===== src/rtl/tmr_pkg.sv =====
package tmr_pkg;
  typedef enum logic [1:0] {
    MODE_WRAP   = 2'd0,
    MODE_UPDOWN = 2'd1,
    MODE_CMP    = 2'd2,
    MODE_WRAP3  = 2'd3
  } tmr_mode_e;
endpackage


===== src/rtl/tmr_cnt.sv =====
module tmr_cnt
  import tmr_pkg::*;
#(
  parameter int CW = 8
) (
  input  logic          clk_i,
  input  logic          rst_ni,
  input  logic          step_i,
  input  tmr_mode_e     mode_i,
  input  logic [CW-1:0] cmp_i,
  input  logic          we_i,
  input  logic [CW-1:0] wdata_i,
  output logic [CW-1:0] cnt_o,
  output logic          ovf_evt_o
);
  localparam logic [CW-1:0] MAX = {CW{1'b1}};
  localparam logic [CW-1:0] ONE = {{(CW-1){1'b0}}, 1'b1};

  logic [CW-1:0] cnt_q, cnt_d;
  logic          up_q, up_d;
  logic          ovf;

  always_comb begin
    cnt_d = cnt_q;
    up_d  = (mode_i == MODE_UPDOWN) ? up_q : 1'b1;
    ovf   = 1'b0;
    if (step_i) begin
      unique case (mode_i)
        MODE_UPDOWN: begin
          if (up_q) begin
            if (cnt_q == MAX) begin
              cnt_d = MAX - ONE;
              up_d  = 1'b0;
            end else begin
              cnt_d = cnt_q + ONE;
            end
          end else begin
            if (cnt_q == '0) begin
              cnt_d = ONE;
              up_d  = 1'b1;
            end else begin
              cnt_d = cnt_q - ONE;
            end
            ovf = (cnt_q == ONE);
          end
        end
        MODE_CMP: begin
          ovf   = (cnt_q == MAX);
          cnt_d = (cnt_q == cmp_i) ? '0 : cnt_q + ONE;
        end
        default: begin
          ovf   = (cnt_q == MAX);
          cnt_d = cnt_q + ONE;
        end
      endcase
    end
    // host load overrides any tick action
    if (we_i) begin
      cnt_d = wdata_i;
      up_d  = (mode_i == MODE_UPDOWN) ? up_q : 1'b1;
      ovf   = 1'b0;
    end
  end

  always_ff @(posedge clk_i or negedge rst_ni) begin
    if (!rst_ni) begin
      cnt_q <= '0;
      up_q  <= 1'b1;
    end else begin
      cnt_q <= cnt_d;
      up_q  <= up_d;
    end
  end

  assign cnt_o     = cnt_q;
  assign ovf_evt_o = ovf;

  AST_WRITE_WINS: assert property (@(posedge clk_i) disable iff (!rst_ni)
    we_i |=> cnt_q == $past(wdata_i));
  AST_WRAP_ZERO: assert property (@(posedge clk_i) disable iff (!rst_ni)
    step_i && !we_i && mode_i != MODE_UPDOWN && cnt_q == MAX |=> cnt_q == '0);
  AST_UD_TURN_TOP: assert property (@(posedge clk_i) disable iff (!rst_ni)
    step_i && !we_i && mode_i == MODE_UPDOWN && up_q && cnt_q == MAX |=> cnt_q == MAX - ONE);
  AST_UD_TURN_BOT: assert property (@(posedge clk_i) disable iff (!rst_ni)
    step_i && !we_i && mode_i == MODE_UPDOWN && !up_q && cnt_q == '0 |=> cnt_q == ONE);
  AST_CMP_CLEAR: assert property (@(posedge clk_i) disable iff (!rst_ni)
    step_i && !we_i && mode_i == MODE_CMP && cnt_q == cmp_i |=> cnt_q == '0);
endmodule


===== src/rtl/tmr_limits.sv =====
module tmr_limits #(
  parameter int CW = 8
) (
  input  logic          clk_i,
  input  logic          rst_ni,
  input  logic [CW-1:0] cnt_i,
  output logic          top_o,
  output logic          bottom_o
);
  assign top_o    = &cnt_i;
  assign bottom_o = ~|cnt_i;

  AST_LIMITS_EXCL: assert property (@(posedge clk_i) disable iff (!rst_ni)
    !(top_o && bottom_o));
endmodule


===== src/rtl/tmr_flag.sv =====
module tmr_flag (
  input  logic clk_i,
  input  logic rst_ni,
  input  logic set_i,
  input  logic clr_i,
  input  logic en_i,
  output logic flag_o,
  output logic irq_o
);
  logic flag_q;

  // set beats clear in the same cycle
  always_ff @(posedge clk_i or negedge rst_ni) begin
    if (!rst_ni)      flag_q <= 1'b0;
    else if (set_i)   flag_q <= 1'b1;
    else if (clr_i)   flag_q <= 1'b0;
  end

  assign flag_o = flag_q;
  assign irq_o  = flag_q & en_i;

  AST_FLAG_STICKY: assert property (@(posedge clk_i) disable iff (!rst_ni)
    flag_q && !clr_i |=> flag_q);
  AST_FLAG_SET: assert property (@(posedge clk_i) disable iff (!rst_ni)
    set_i |=> flag_q);
endmodule


===== src/rtl/tmr_core.sv =====
module tmr_core
  import tmr_pkg::*;
#(
  parameter int CW = 8,
  parameter int SW = 3
) (
  input  logic          clk_i,
  input  logic          rst_ni,
  input  logic          tick_i,
  input  logic [SW-1:0] src_sel_i,
  input  logic [1:0]    mode_i,
  input  logic [CW-1:0] cmp_i,
  input  logic          cnt_we_i,
  input  logic [CW-1:0] cnt_wdata_i,
  input  logic          ovf_clr_i,
  input  logic          irq_en_i,
  output logic [CW-1:0] cnt_o,
  output logic          top_o,
  output logic          bottom_o,
  output logic          ovf_o,
  output logic          irq_o
);
  logic step, ovf_evt;

  assign step = tick_i && (src_sel_i != '0);

  tmr_cnt #(.CW(CW)) u_cnt (
    .clk_i     (clk_i),
    .rst_ni    (rst_ni),
    .step_i    (step),
    .mode_i    (tmr_mode_e'(mode_i)),
    .cmp_i     (cmp_i),
    .we_i      (cnt_we_i),
    .wdata_i   (cnt_wdata_i),
    .cnt_o     (cnt_o),
    .ovf_evt_o (ovf_evt)
  );

  tmr_limits #(.CW(CW)) u_lim (
    .clk_i    (clk_i),
    .rst_ni   (rst_ni),
    .cnt_i    (cnt_o),
    .top_o    (top_o),
    .bottom_o (bottom_o)
  );

  tmr_flag u_flag (
    .clk_i  (clk_i),
    .rst_ni (rst_ni),
    .set_i  (ovf_evt),
    .clr_i  (ovf_clr_i),
    .en_i   (irq_en_i),
    .flag_o (ovf_o),
    .irq_o  (irq_o)
  );

  AST_STOPPED_HOLD: assert property (@(posedge clk_i) disable iff (!rst_ni)
    !cnt_we_i && src_sel_i == '0 |=> $stable(cnt_o));
  AST_WRITE_NO_FLAG: assert property (@(posedge clk_i) disable iff (!rst_ni)
    cnt_we_i && !ovf_o |=> !ovf_o);
endmodule


===== config.mk =====
export PLATFORM = sky130hd
export DESIGN_NAME = tmr_core
export DESIGN_NICKNAME = d
export VERILOG_FILES = /design/src/rtl/tmr_pkg.sv /design/src/rtl/tmr_cnt.sv /design/src/rtl/tmr_limits.sv /design/src/rtl/tmr_flag.sv /design/src/rtl/tmr_core.sv
export SDC_FILE = /design/constraint.sdc
export NUM_CORES = 1
export LEC_CHECK = 0
export BUFFER_PORTS_ARGS = -buffer_cell sky130_fd_sc_hd__buf_2
export CAP_MARGIN = 0
export CORE_MARGIN = 5
export CORE_UTILIZATION = 35
export CTS_CLUSTER_SIZE = 24
export DETAILED_ROUTE_END_ITERATION = 7
export GPL_TIMING_DRIVEN = 0
export PLACE_DENSITY = 0.56
export SYNTH_ARGS = -nofsm -noshare
export SYNTH_HDL_FRONTEND = slang
export SYNTH_HIERARCHICAL = 1
export SYNTH_SLANG_ARGS = --single-unit
export TNS_END_PERCENT = 100

===== constraint.sdc =====
create_clock -name clk_i -period 2.2 [get_ports clk_i]
set_input_delay 0.66 -clock clk_i [delete_from_list [all_inputs] [get_ports clk_i]]
set_output_delay 0.66 -clock clk_i [all_outputs]
set_load 0.1 [all_outputs]

Yosys cells after proc, flatten, opt, wreduce, memory -nomap -nowiden
Index checks and enable logic that the tools add are counted.
{"block": "totals", "input_bits": 27, "regBits": 10, "elab_cells": 39, "output_inout_bits": 12}
{"block": "op_classes", "bitwise": 1, "add_sub_neg": 2, "mux": 20, "eq_ne": 5, "n_reduce_logical": 8}
{"operator": "$mux 8", "count": 6}
{"operator": "$pmux 8 s2", "count": 1}
{"operator": "$mux 1", "count": 13}
{"operator": "$add 8x1->8 const B", "count": 1}
{"operator": "$eq 8x1->1 const B", "count": 1}
{"operator": "$eq 8x8->1", "count": 1}
{"operator": "$eq 8x8->1 const B", "count": 1}
{"operator": "$logic_not 8->1", "count": 1}
{"operator": "$reduce_and 8->1", "count": 1}
{"operator": "$reduce_or 8->1", "count": 1}
{"operator": "$sub 8x1->8 const B", "count": 1}
{"operator": "$reduce_bool 2->1", "count": 2}
{"operator": "$reduce_bool 3->1", "count": 1}
{"operator": "$eq 2x1->1 const B", "count": 1}
{"operator": "$eq 2x2->1 const B", "count": 1}
{"operator": "$and 1x1->1", "count": 1}
{"operator": "$logic_and 1x1->1", "count": 1}
{"operator": "$logic_not 1->1", "count": 1}

Depth between registers and ports, before layout
{"block": "depth", "word_depth": 7, "mapped_depth": 8}

By module
Netlist, hierarchy kept.
{"module": "tmr_cnt", "cells_each": 155, "instances": 1, "seq_area_each_um2": 226.5, "area_per_inst_um2": 1244.9}
{"module": "tmr_flag", "cells_each": 4, "instances": 1, "seq_area_each_um2": 25.0, "area_per_inst_um2": 42.5}
{"module": "tmr_limits", "cells_each": 6, "instances": 1, "seq_area_each_um2": 0.0, "area_per_inst_um2": 35.0}
{"module": "tmr_core", "cells_each": 1, "instances": 1, "seq_area_each_um2": 0.0, "area_per_inst_um2": 8.8}

Least setup slack after synthesis
OpenSTA, ideal clock, no wires.
{"block": "synth_timing", "path_type": "reg2out", "from": "register u_cnt.cnt_q[1] (netlist: u_cnt/cnt_o[1])", "to": "output port bottom_o", "n_path_buf": 0, "stages_incl_launch_ff": 3, "path_slack_ps": -1189, "t_required_ps": 1540, "t_arrival_ps": 2729, "cell_sequence": "dfrtp_1 or4_1 nor2_1"}
{"block": "synth_between", "elab_chain_cells": 2}
{"item": "start, declared", "line_no": "tmr_cnt.sv:19", "text": "logic [CW-1:0] cnt_q, cnt_d;"}
{"item": "start signal, assigned", "line_no": "tmr_cnt.sv:70", "text": "cnt_q <= cnt_d;"}
{"item": "$reduce_or 8->1", "line_no": "tmr_limits.sv:11", "text": "assign bottom_o = ~|cnt_i;"}
{"item": "$logic_not 1->1", "line_no": "tmr_limits.sv:11"}
{"item": "end, declared", "line_no": "tmr_core.sv:19", "text": "output logic bottom_o,"}
Every way passes these cells.

Worst setup path after layout
{"block": "layout_timing", "from": "register u_cnt.cnt_q[7] (netlist: u_cnt/cnt_o[7])", "to": "output port bottom_o"}
The elaborated chain is that of the path after synthesis.

==> impl_metrics.env <==
export IMPL_status="finished, final reports clean"
export IMPL_r2r_cells=9
export IMPL_first_pass_iters=4
export IMPL_cts_max_level=1
export IMPL_p_clk_frac=0.230
export IMPL_ctsHoldBuffers=0
export IMPL_grt_pass1_wl_mm=7.383
export IMPL_path_class="flop to output port"
export IMPL_ys_seq_area_frac=0.1889
export IMPL_clk_latency_ns=0.25
export IMPL_syn_avg_cell_area_um2=8.020
export IMPL_r2r_slack_ns=0.07
export IMPL_cts_sinks=10
export IMPL_numCtsBuffers=3
export IMPL_p_sw_w=0.0004787
export IMPL_rows=22
export IMPL_vdd_drop_max_mv=0.1800
export IMPL_crit_arrival_ns=1.52
export IMPL_netlist_instances=166
export IMPL_netlist_cell_type_count=53
export IMPL_finalNonFillerCells=262
export IMPL_area_growth_pct=31.30
export IMPL_p_comb_frac=0.544
export IMPL_dieWidth_um=71.68
export IMPL_io_pins=39
export IMPL_syn_nets=199
export IMPL_rsz0062_at_grt="true"
export IMPL_ys_flop_type="dfrtp_1"
export IMPL_worst_pin_slew_ns=0.6003
export IMPL_cp_required_ns=1.54
export IMPL_drc=0
export IMPL_first_iter_violations=72
export IMPL_reg2reg_from="u_cnt/cnt_o[0]$_DFFE_PN0P_"
export IMPL_p_leak_nw=0.7287
export IMPL_routed_wl_mm=4.603
export IMPL_cts_root_buf="clkbuf_8"
export IMPL_fp_dieArea_mm2=0.005137
export IMPL_yosys_area_top_type="dfrtp_1"
export IMPL_async_flop_share=1.000
export IMPL_relSlewSlack=0.5998
export IMPL_critPathCaptureType="output port"
export IMPL_slew_violations=0
export IMPL_cts_buffer_depth=2
export IMPL_synth_edf_count=0
export IMPL_maxCapViolCount=0
export IMPL_wire_per_inst_um=17.57
export IMPL_synth_top_area_frac=0.1692
export IMPL_worstSetupStartpointType="flop"
export IMPL_die_h_um=71.68
export IMPL_hold_violations=0
export IMPL_drive_gt1_frac=0.3879
export IMPL_grt_antenna_before_repair=0
export IMPL_r2r_end="u_cnt/cnt_o[6]$_DFFE_PN0P_"
export IMPL_ys_ff_latch=10
export IMPL_p_int_w=0.0005450
export IMPL_routabilityCongestion=0.8602
export IMPL_min_period_ns=2.178
export IMPL_max_clock_freq_mhz=459.1
export IMPL_grt_remaining_overflow=0
export IMPL_crit_fanout=2
export IMPL_start_util=0.3636
export IMPL_grt_usage=0.1846
export IMPL_cp_startpoint="u_cnt/cnt_o[7]$_DFFE_PN0P_"
export IMPL_vias=1471
export IMPL_portBuffers=38
export IMPL_endpoint="bottom_o"
export IMPL_switching_share=0.4677
export IMPL_total_power_w=0.001024
export IMPL_clk_pin_slew_worst_paths_ns=0.05
export IMPL_nets=248
export IMPL_final_period_utilization=0.9901
export IMPL_viasPerCell=5.615
export IMPL_tritoncts="done"
export IMPL_layout_common_cells="37 x buf_2, 15 x a21oi_1, 11 x nand2_1, 11 x xor2_1, 9 x inv_1"
export IMPL_fin_skew_ns=0.008894
export IMPL_ant_nets=0
export IMPL_hpwl_mm=3.295
export IMPL_yosysWarnings=6
export IMPL_n_antenna_cell=0
export IMPL_design_core_area_mm2=0.003661
export IMPL_seq_power_share=0.226
export IMPL_grt_max_degree=11
export IMPL_synth_cell_area_mm2=0.001331
export IMPL_synth_area_top_cells="dfrtp_1 17%, xor2_1 7.2%, a21oi_1 5.6%"
export IMPL_grt_pass1_vias=1492
export IMPL_hold_path_class="primary input to asynchronous set/reset pin"
export IMPL_power_density_mw_per_mm2=585.7
export IMPL_finalSetupViolCount=0
export IMPL_placedCellCount=252
export IMPL_layout_commonest_cell="buf_2"
[how the worst min path moves through the flow]
stage	slack, ns	cells after the start	end	from
final	0.26	1	u_cnt/cnt_o[1]$_DFFE_PN0P_	rst_ni
after global routing	0.27	1	u_cnt/cnt_o[1]$_DFFE_PN0P_	rst_ni
after CTS	0.27	1	u_cnt/cnt_o[1]$_DFFE_PN0P_	rst_ni
after detailed placement	0.49	1	u_flag/flag_o$_DFFE_PN0P_	u_flag/flag_o$_DFFE_PN0P_
after global placement	0.47	1	u_flag/flag_o$_DFFE_PN0P_	u_flag/flag_o$_DFFE_PN0P_
after floorplan	0.36	0	u_cnt/cnt_o[0]$_DFFE_PN0P_	rst_ni
[registers in the layout (all words and copies together) (netlist names)]
name / flops
u_cnt/cnt_o: 8
u_cnt/up_q: 1
u_flag/flag_o: 1
[synthesized netlist by cell type, drive strengths merged (3+ instances only)]
cell / number
dfrtp: 9
o211ai: 6
xnor2: 4
nor3: 10
nor2: 10
nor3b: 3
inv: 9
nand2: 11
nor4: 5
o21ai: 7
clkbuf: 5
xor2: 11
ha: 6
buf: 7
a21oi: 15
nand3: 7
nand4: 6
a31oi: 3
[kinds of logic (layout without fill, tap and decap cells)]
family / after synthesis / in the layout / synth area share
DFF: 10 / 10 / 0.1889
AOI/OAI and AO/OA: 50 / 50 / 0.2613
buffers and inverters: 21 / 69 / 0.09585
xor gates and xnor gates: 15 / 15 / 0.09868
adders and majority gates: 6 / 6 / 0.05639
and+or+nand+nor: 64 / 64 / 0.2989
[power by group through the flow]
stage / clock (W) / sequential [W] / combinational (W)
after global routing: 0.000256 / 0.000236 / 0.000593
after global placement: 0 / 0.000248 / 0.000491
after CTS: 0.000239 / 0.000231 / 0.000549
after floorplan: 0 / 0.000372 / 0.000255
final: 0.000235 / 0.000231 / 0.000557
after detailed placement: 0 / 0.000250 / 0.000502
[critical path: stages (launching register included)]
cell and delay, ns:
dfrtp_2 0.40, or4_4 0.55, nor2_4 0.14, buf_12 0.18
[metal layers]
layer / vias to the layer above / track usage / routed length [um]
met1: 697 / 0.2317 / 2017
met2: 60 / 0.3133 / 2229
met3: 9 / 0.02104 / 270
met5: - / 0 / 0
met4: 0 / 0.08559 / 86
li1: 705 / - / -
[what timing repair did]
item                       in CTS  in global routing
pin swaps                       2                  0
gates resized for setup         6                  5
setup endpoints to repair       1                  6
buffers inserted                6                  0
[cell type report]
cell class,instances,area [um^2]
Timing Repair Buffer,44,252.7
Sequential cell,10,264.0
Clock buffer,4,55.05
Buffer,12,95.09
Multi-Input combinational cell,135,987.2
Tap cell,48,60.06
Inverter,9,33.78
Fill cell,382,1913
[per-stage QoR]
stage	setup WS (ns)	utilization	instance area, um^2	setup TNS, ns	hold WS (ns)
after floorplan	-0.2198	-	1360	-0.2198	0.3644
after global placement	-0.1507	0.4399	1610	-0.3805	0.4717
after global routing	-0.02734	0.4774	1748	-0.02734	0.2710
after detailed placement	-0.1951	0.4399	1610	-0.4542	0.4941
final	0.02170	0.4774	1748	0	0.2611
after CTS	0.01332	0.4733	1733	0	0.2698
(Power assumes the default switching activity.)
